## src/rtl/blkmov_pkg.sv

```systemverilog
package blkmov_pkg;
   // Completion codes: the values are visible at the cc port
   typedef enum logic [1:0] {
      CC_EQUAL     = 2'd0,
      CC_DST_SHORT = 2'd1,
      CC_DST_LONG  = 2'd2,
      CC_OVERLAP   = 2'd3
   } bm_code_e;

   typedef enum logic [2:0] {
      ST_IDLE,
      ST_SRD,
      ST_SWR,
      ST_LISS,
      ST_LWR,
      ST_FIN
   } bm_state_e;
endpackage

```

## src/rtl/blkmov_lenclass.sv

```systemverilog
module blkmov_lenclass
   import blkmov_pkg::*;
#(
   parameter int LEN_W = 24
) (
   input  logic [LEN_W-1:0] dlen,
   input  logic [LEN_W-1:0] slen,
   output bm_code_e         cls,
   output logic [LEN_W-1:0] span
);
   logic d_lt_s;

   assign d_lt_s = (dlen < slen);
   assign span   = d_lt_s ? dlen : slen;

   always_comb begin
      if (dlen == slen)  cls = CC_EQUAL;
      else if (d_lt_s)   cls = CC_DST_SHORT;
      else               cls = CC_DST_LONG;
   end
endmodule

```

## src/rtl/blkmov_overlap.sv

```systemverilog
module blkmov_overlap #(
   parameter int ADDR_W = 24,
   parameter int LEN_W  = 24,
   parameter bit STRICT = 1'b0
) (
   input  logic [ADDR_W-1:0] src,
   input  logic [ADDR_W-1:0] dst,
   input  logic [LEN_W-1:0]  span,
   output logic              hit
);
   localparam int XW = ADDR_W + 1;

   logic [XW-1:0] span_x;
   logic [XW-1:0] s_end;

   assign span_x = XW'(span);
   assign s_end  = {1'b0, src} + span_x;

   generate
      if (STRICT) begin : g_any
         // refuse any intersection of the two used windows
         logic [XW-1:0] d_end;
         assign d_end = {1'b0, dst} + span_x;
         assign hit   = (span != '0) && ({1'b0, dst} < s_end) && ({1'b0, src} < d_end);
      end else begin : g_fwd
         // refuse only when an ascending copy would overwrite unread source
         assign hit = (dst > src) && ({1'b0, dst} < s_end);
      end
   endgenerate
endmodule

```

## src/rtl/blkmov_engine.sv

```systemverilog
module blkmov_engine
   import blkmov_pkg::*;
#(
   parameter int ADDR_W     = 24,
   parameter int LEN_W      = 24,
   parameter int SH_W       = 8,
   parameter bit STRICT_OVL = 1'b0
) (
   input  logic              clk,
   input  logic              rst_n,
   input  logic              start,
   input  logic              is_long,
   input  logic              resume,
   input  logic              irq,
   input  logic [SH_W-1:0]   sh_len,
   input  logic [ADDR_W-1:0] ld_dst_addr,
   input  logic [LEN_W-1:0]  ld_dst_len,
   input  logic [ADDR_W-1:0] ld_src_addr,
   input  logic [LEN_W-1:0]  ld_src_len,
   input  logic [7:0]        ld_pad,
   output logic              busy,
   output logic              done,
   output logic              irq_ack,
   output logic [1:0]        cc,
   output logic [ADDR_W-1:0] reg_dst_addr,
   output logic [LEN_W-1:0]  reg_dst_len,
   output logic [ADDR_W-1:0] reg_src_addr,
   output logic [LEN_W-1:0]  reg_src_len,
   output logic [7:0]        reg_pad,
   output logic              mem_req,
   output logic              mem_we,
   output logic [ADDR_W-1:0] mem_addr,
   output logic [7:0]        mem_wdata,
   input  logic [7:0]        mem_rdata
);
   localparam int CNT_W = SH_W + 1;

   initial begin
      assert (LEN_W <= ADDR_W) else $error("LEN_W must not exceed ADDR_W");
      assert (SH_W >= 1 && SH_W <= LEN_W) else $error("SH_W out of range");
   end

   bm_state_e         st;
   bm_code_e          cc_q;
   logic [ADDR_W-1:0] dst_a, src_a, sh_src, sh_dst;
   logic [LEN_W-1:0]  dst_l, src_l;
   logic [7:0]        pad_q;
   logic [CNT_W-1:0]  sh_cnt;
   logic              ack_q;

   // operands a long command would start from
   logic [ADDR_W-1:0] c_da, c_sa;
   logic [LEN_W-1:0]  c_dl, c_sl, span;
   bm_code_e          cls;
   logic              ovl_hit;

   assign c_da = resume ? dst_a : ld_dst_addr;
   assign c_sa = resume ? src_a : ld_src_addr;
   assign c_dl = resume ? dst_l : ld_dst_len;
   assign c_sl = resume ? src_l : ld_src_len;

   blkmov_lenclass #(.LEN_W(LEN_W)) u_cls (
      .dlen(c_dl), .slen(c_sl), .cls(cls), .span(span)
   );

   blkmov_overlap #(.ADDR_W(ADDR_W), .LEN_W(LEN_W), .STRICT(STRICT_OVL)) u_ovl (
      .src(c_sa), .dst(c_da), .span(span), .hit(ovl_hit)
   );

   logic l_more, l_go;
   assign l_more = (dst_l != '0);
   assign l_go   = (st == ST_LISS) && l_more && !irq;

   always_ff @(posedge clk) begin
      if (!rst_n) begin
         st     <= ST_IDLE;
         cc_q   <= CC_EQUAL;
         dst_a  <= '0;
         src_a  <= '0;
         dst_l  <= '0;
         src_l  <= '0;
         pad_q  <= '0;
         sh_src <= '0;
         sh_dst <= '0;
         sh_cnt <= '0;
         ack_q  <= 1'b0;
      end else begin
         ack_q <= 1'b0;
         unique case (st)
            ST_IDLE: if (start) begin
               if (!is_long) begin
                  sh_src <= ld_src_addr;
                  sh_dst <= ld_dst_addr;
                  sh_cnt <= {1'b0, sh_len} + CNT_W'(1);
                  cc_q   <= CC_EQUAL;
                  st     <= ST_SRD;
               end else begin
                  dst_a <= c_da;
                  src_a <= c_sa;
                  dst_l <= c_dl;
                  src_l <= c_sl;
                  if (!resume) pad_q <= ld_pad;
                  if (ovl_hit) begin
                     cc_q <= CC_OVERLAP;
                     st   <= ST_FIN;
                  end else begin
                     cc_q <= cls;
                     st   <= ST_LISS;
                  end
               end
            end
            ST_SRD: st <= ST_SWR;
            ST_SWR: begin
               sh_src <= sh_src + ADDR_W'(1);
               sh_dst <= sh_dst + ADDR_W'(1);
               sh_cnt <= sh_cnt - CNT_W'(1);
               st     <= (sh_cnt == CNT_W'(1)) ? ST_FIN : ST_SRD;
            end
            ST_LISS: begin
               if (!l_more) begin
                  st <= ST_FIN;
               end else if (irq) begin
                  ack_q <= 1'b1;
                  st    <= ST_IDLE;
               end else if (src_l != '0) begin
                  st <= ST_LWR;
               end else begin
                  dst_a <= dst_a + ADDR_W'(1);
                  dst_l <= dst_l - LEN_W'(1);
               end
            end
            ST_LWR: begin
               dst_a <= dst_a + ADDR_W'(1);
               dst_l <= dst_l - LEN_W'(1);
               src_a <= src_a + ADDR_W'(1);
               src_l <= src_l - LEN_W'(1);
               st    <= ST_LISS;
            end
            ST_FIN: st <= ST_IDLE;
            default: st <= ST_IDLE;
         endcase
      end
   end

   always_comb begin
      mem_req   = 1'b0;
      mem_we    = 1'b0;
      mem_addr  = dst_a;
      mem_wdata = pad_q;
      unique case (st)
         ST_SRD: begin
            mem_req  = 1'b1;
            mem_addr = sh_src;
         end
         ST_SWR: begin
            mem_req   = 1'b1;
            mem_we    = 1'b1;
            mem_addr  = sh_dst;
            mem_wdata = mem_rdata;
         end
         ST_LISS: begin
            mem_req  = l_go;
            mem_we   = l_go && (src_l == '0);
            mem_addr = (src_l != '0) ? src_a : dst_a;
         end
         ST_LWR: begin
            mem_req   = 1'b1;
            mem_we    = 1'b1;
            mem_wdata = mem_rdata;
         end
         default: ;
      endcase
   end

   assign busy         = (st != ST_IDLE);
   assign done         = (st == ST_FIN);
   assign irq_ack      = ack_q;
   assign cc           = cc_q;
   assign reg_dst_addr = dst_a;
   assign reg_dst_len  = dst_l;
   assign reg_src_addr = src_a;
   assign reg_src_len  = src_l;
   assign reg_pad      = pad_q;

   logic in_short;
   assign in_short = (st == ST_SRD) || (st == ST_SWR);


   done_pulse_chk: assert property (@(posedge clk) disable iff (!rst_n)
      done |=> !done);


   write_busy_chk: assert property (@(posedge clk) disable iff (!rst_n)
      mem_we |-> busy);


   short_regs_chk: assert property (@(posedge clk) disable iff (!rst_n)
      in_short |=> ($stable(dst_a) && $stable(dst_l) && $stable(src_a) && $stable(src_l) && $stable(pad_q)));


   short_runs_chk: assert property (@(posedge clk) disable iff (!rst_n)
      in_short |=> (busy && !irq_ack));


   irq_stop_chk: assert property (@(posedge clk) disable iff (!rst_n)
      irq_ack |-> (!busy && !done));


   long_step_chk: assert property (@(posedge clk) disable iff (!rst_n)
      (st == ST_LWR) |=> ((dst_l == $past(dst_l) - LEN_W'(1)) && (src_a == $past(src_a) + ADDR_W'(1))));
endmodule

```

## config.mk

```make
export PLATFORM = sky130hd
export DESIGN_NAME = blkmov_engine
export DESIGN_NICKNAME = d
export VERILOG_FILES = /design/src/rtl/blkmov_pkg.sv /design/src/rtl/blkmov_lenclass.sv /design/src/rtl/blkmov_overlap.sv /design/src/rtl/blkmov_engine.sv
export SDC_FILE = /design/constraint.sdc
export NUM_CORES = 1
export LEC_CHECK = 0
export BUFFER_PORTS_ARGS = -buffer_cell sky130_fd_sc_hd__buf_2
export CAP_MARGIN = 20
export CELL_PAD_IN_SITES_DETAIL_PLACEMENT = 2
export CELL_PAD_IN_SITES_GLOBAL_PLACEMENT = 2
export CORE_MARGIN = 2
export CORE_UTILIZATION = 35
export DETAILED_ROUTE_END_ITERATION = 10
export PLACE_DENSITY_LB_ADDON = 0.1
export SKIP_LAST_GASP = 1
export SLEW_MARGIN = 40
export SYNTH_ARGS = -nofsm -noshare
export SYNTH_HDL_FRONTEND = slang
export SYNTH_SLANG_ARGS = --single-unit
```

## constraint.sdc

```tcl
create_clock -name clk -period 18.9 [get_ports clk]
set_input_delay 1.89 -clock clk [delete_from_list [all_inputs] [get_ports clk]]
set_output_delay 1.89 -clock clk [all_outputs]
set_load 0.02 [all_outputs]
```

==> Yosys cells after proc, flatten, opt, wreduce, memory -nomap -nowiden <==
Index checks and enable logic that the tools add are counted.
{ "word_totals": {"register_bits": 167, "latch_bits": 0, "ram_bits": 0, "romBits": 0, "out_inout_bits": 143, "memories": 0} }
{ "op_classes": {"n_addsub": 9, "multipliers": 0, "n_div": 0, "n_lt_le_gt_ge": 3, "n_eq_ne": 14, "shift": 0, "muxes": 50, "n_bitwise": 1, "reduce_logical": 22} }
{ "ops": {"columns": ["operator", "n"], "rows": [
  ["$mux W24", 24],
  ["$pmux W24 S3", 3],
  ["$pmux W24 S2", 4],
  ["$add A24 B1 Y24 const B", 4],
  ["$reduce_bool A24 Y1", 2],
  ["$sub A24 B1 Y24 const B", 2],
  ["$add A24 B24 Y25", 1],
  ["$lt A24 B25 Y1", 1],
  ["$eq A24 B24 Y1", 1],
  ["$gt A24 B24 Y1", 1],
  ["$logic_not A24 Y1", 1],
  ["$lt A24 B24 Y1", 1],
  ["$mux W3", 7],
  ["$mux W9", 2],
  ["$pmux W9 S2", 1],
  ["$pmux W3 S5", 1],
  ["$ne A2 B2 Y1 const B", 6],
  ["$add A8 B1 Y9 const B", 1],
  ["$eq A9 B1 Y1 const B", 1],
  ["$reduce_and A3 Y1", 3],
  ["$sub A9 B1 Y9 const B", 1],
  ["$mux W2", 4],
  ["$mux W8", 1],
  ["$eq A3 B2 Y1 const B", 2],
  ["other kinds (16)", 24]
]} }

==> Longest topological paths before layout <==
{ "depth": {"word_depth": 10, "ltp_mapped": 33} }

==> Modules after synthesis <==
A second synthesis with hierarchy kept.
{ "unflattened": {"hier_cells": 1994, "hier_area_um2": 15849.0} }
{ "modules_own_cells": {"columns": ["module", "instances", "cells_each", "area_per_inst_um2", "seq_area_each_um2"], "rows": [
  ["blkmov_engine", 1, 1580, 12542.0, 3343.2],
  ["blkmov_overlap", 1, 304, 2313.5, 0.0],
  ["blkmov_lenclass", 1, 110, 993.5, 0.0]
]} }

==> Least setup slack after synthesis <==
No wires, ideal clock.
{ "synth_path": {"kind": "in2reg", "startpoint": "input port resume", "endpoint": "register cc_q[1], in the netlist cc[1]", "setup_ns": 0.145, "t_arrival_ns": 8.769, "setup_slack_ns": 9.986, "stages": 32, "cell_sequence": "clkbuf_1 -> clkbuf_1 -> buf_1 -> mux2i_1 -> inv_1 -> ha_1 -> a21oi_1 -> nor2b_1 -> o21ai_0 -> nand2b_1 -> a211oi_1 -> o21ai_0 -> a211oi_1 -> clkbuf_1 -> mux2i_1 -> ha_1 -> fa_1 -> a211oi_1 -> o21ai_0 -> nand4_1 -> nand2_1 -> or2_2 -> a21oi_1 -> xor2_1 -> ha_1 -> nand3_1 -> a2111oi_0 -> a21oi_1 -> o41ai_1 -> o211ai_1 -> nand3_1 -> o211ai_1"} }
{ "synth_via": {"elab_chain_len": 8, "word_cells_on_any_way": 15} }
{ "synth_rtl": {"columns": ["element", "line", "source"], "rows": [
  ["from (decl)", "blkmov_engine.sv:13", "input logic resume,"],
  ["$mux W24 (on tied branches)", "blkmov_engine.sv:59, blkmov_engine.sv:60", null],
  ["$lt A24 B24 Y1", "blkmov_lenclass.sv:13", "assign d_lt_s = (dlen < slen);"],
  ["$mux W24", "blkmov_lenclass.sv:14", "assign span = d_lt_s ? dlen : slen;"],
  ["$add A24 B24 Y25", "blkmov_overlap.sv:17", "assign s_end = {1'b0, src} + span_x;"],
  ["$lt A24 B25 Y1", "blkmov_overlap.sv:27", "assign hit = (dst > src) && ({1'b0, dst} < s_end);"],
  ["$logic_and A1 B1 Y1", "blkmov_overlap.sv:27", null],
  ["$mux W2 *", "blkmov_engine.sv:103", "if (ovl_hit) begin"],
  ["$mux W2 *", "blkmov_engine.sv:91", "if (!is_long) begin"],
  ["to (signal assigned)", "blkmov_engine.sv:107", "cc_q <= cls;"],
  ["to (decl)", "blkmov_engine.sv:44", "bm_code_e cc_q;"]
]} }
Every way passes the cells marked *; elsewhere a longest branch is shown, timed or not.
A chain may end at the register's enable or synchronous reset.

==> Worst setup path in the final report <==
Same ends and word-level chain as after synthesis.

==> summary.md <==
| Metric | Value |
|---|---|
| Run status | `finished clean` |
| Tmin final | `8982 ps` |
| Fin Setup TNS | `0 ps` |
| Final worst setup slack | `9918 ps` |
| Seq/Total Area, Yosys | `23.53%` |
| Syn nets | `2170` |
| Core area | `39910 um^2` |
| Area post-placement | `15990 um^2` |
| CTS tree | `built` |
| R2r setup slk | `12030 ps` |
| Final wirelength | `70920 um` |
| Vias/cell | `6.278` |
| Port Buf Inserts | `268` |
| Final setup fails | `0` |
| Synthesized area per cell | `7.331 um^2` |
| Row count | `73` |
| Largest net degree at the start of global routing | `78` |
| Most frequent CP cell | `a21oi_1` |
| Post-synthesis cell type count | `79` |
| Root buf cell | `clkbuf_16` |
| Yosys reg bits | `167` |
| Chip width | `205.5 um` |
| Peak VDD IR | `0.07336 mV` |
| DR vias | `16.76k` |
| Slowest-stage cell, CP | `buf_4` |
| Worst slew margin | `34.22%` |
| Hpwl dp | `53880 um` |
| Worst Tran Pin Value | `977.7 ps` |
| Synth warn | `0` |
| Fillers | `4732` |
| Worst setup EP type | `register` |
| Clock network fraction of design power | `21.9%` |
| Synthesis-to-layout area growth | `16.38%` |
| DR pass1 iterations | `8` |
| Post-route cell area | `16530 um^2` |
| Starting density of the core | `35.59%` |
| Worst Path Arrival | `9350 ps` |
| Top Usage Layer GRT | `met2` |
| Maximum clock frequency | `111.3 MHz` |
| Number of remaining DRC errors | `0` |
| Clock Skews | `15.03 ps` |
| CP max FO | `37` |
| Fraction of registers with async set/reset | `0%` |
| Int Pwr | `0.8285 mW` |
| DIE AREA | `42220 um^2` |
| Vias in the first global route | `16.88k` |
| First-pass GRT wire length | `105700 um` |
| Post-synth top area share | `23.53%` |
| Initial antenna violation count | `4` |
| Net load switching power | `0.7606 mW` |
| PwrDens | `96.11 nW/um^2` |
| Met2 usage | `53.78%` |
| Met3 usage in global routing | `5.290%` |
| Worst hold slack | `477.9 ps` |
| Ports | `269` |
| Nets@finish | `2363` |
| Hold/Removal Path Class | `reg2reg` |
| Multi-input gate area | `10120 um^2` |
| Seq. cell area | `3343 um^2` |
| # hold bufs at CTS | `0` |
| CTS sink count | `167` |
| Max Cap Violations | `0` |
| Overflow after GRT | `0` |
| Synth Instances | `1938` |
| Top delay family on crit path | `compound AO/OA/AOI/OAI gates` |
| H-tree depth | `4` |
| CTS Buf Count | `17` |
| Post-Place Setup Slack | `9474 ps` |
| Post-CTS Setup Bufs | `0` |
| Initial drt markers | `1195` |
| WL/cell | `26.56 um` |
| Final Hold Viols | `0` |
| CP required | `19270 ps` |
| Commonest non-fill, non-tap cells in the layout | `buf_2, nor2_1, nand2_1` |
| Ranking of synthesized cells by area | `dfxtp_1, ha_1, a21oi_1, mux2i_1, nor2_1` |
| Met1 global-route usage | `45.80%` |
| Synth Flop Type | `dfxtp_1` |
| Clk Latency, worst-skew pair | `510 ps` |
| Final core occ | `41.43%` |
| Gate power share | `48.2%` |
| Worst Path Class, Setup | `in2reg` |
| Worst setup SP type | `input port` |
| Cts repair resizes | `0` |
| DIE HEIGHT | `205.5 um` |
| Worst Path Buf+Inv | `5` |
| Pleak | `7.438 nW` |
| Commonest non-fill, non-tap cell in the layout | `buf_2` |
| CP max stage delay | `620 ps` |
| Area leader, netlist | `dfxtp_1` |
| Power share of the sequential group | `29.9%` |
| CTS Buffer Depth | `2` |
| Placer Congestion | `0.9072` |
| Antenna viol nets, final | `0` |
| Post-route clock period utilization | `47.52%` |
| Final slew viol count | `0` |
| RSZ-0062 raised after global routing | `no` |
| Clock slew seen by the registers of the worst setup and hold paths | `70 ps` |
| Switching share of total power | `47.86%` |
| Share of cells above drive strength 1 | `19.08%` |
| GRT Util Overall | `33.20%` |
| Post-Syn Area | `14210 um^2` |
| Post-synth EDFFs | `0` |
-- layer usage --
| metal | up-vias | routed length [um] |
|---|---|---|
| met1 | 8590 | 32120 |
| met5 | - | 13 |
| li1 | 7592 | - |
| met2 | 511 | 33350 |
| met3 | 68 | 4240 |
| met4 | 2 | 1191 |
-- stage by stage --
stage | std cells | power [mW]
floorplan | 1938 | 0.9545
global placement | 2637 | 1.203
detailed placement | 2637 | 1.231
CTS | 2669 | 1.587
global route | 2670 | 1.686
finish | 2670 | 1.589
-- tightest hold or removal path: stages (launching register included) --
cell	delay, ps
dfxtp_1	320
nand2_1	60
a21oi_1	50
-- synth_stat cells (32+ instances only) --
cell / n
nor2_1: 200
o22ai_1: 32
inv_1: 81
mux2_2: 37
mux2i_1: 83
dfxtp_1: 167
nor3_1: 46
and3_1: 36
ha_1: 105
clkbuf_1: 107
o21ai_0: 148
a211oi_1: 42
a21oi_1: 191
nand2_1: 199
nand3_1: 63
-- power groups by stage --
stage	combinational, mW	sequential, mW	clock [mW]
after floorplan	0.484	0.471	0
after global placement	0.727	0.476	0
after detailed placement	0.753	0.479	0
after CTS	0.760	0.471	0.356
after global routing	0.837	0.481	0.368
final	0.765	0.475	0.349
-- cell families after synthesis --
logic type	synth area share, %
adders and majority gates	9.388
DFF	23.53
AOI/OAI and AO/OA	28.12
muxes	8.780
and+or+nand+nor	22.59
buffers and inverters	5.619
xor gates and xnor gates	1.973
-- flip-flops by register name, indices dropped and copies added (netlist names) --
signal / flops
cc: 2
irq_ack: 1
reg_dst_addr: 24
reg_dst_len: 24
reg_pad: 8
reg_src_addr: 24
reg_src_len: 24
sh_cnt: 9
sh_dst: 24
sh_src: 24
st: 3
-- final cells by class --
type	instances	area share, %
Tap cell	525	3.973
Multi-Input combinational cell	1566	61.20
Timing Repair Buffer	298	9.535
Antenna cell	1	0.01513
Clock inverter	13	0.5902
Sequential cell	167	20.22
Clock buffer	19	2.618
Inverter	81	1.854
-- final timing paths --
kind                 to           start  cells past startpoint
max               cc[1]          resume                     31
min          reg_pad[2]      reg_pad[2]                      2
max reg2reg       cc[1]  reg_dst_len[2]                     28
min reg2reg  reg_pad[2]      reg_pad[2]                      2
(Power assumes the default switching activity.)
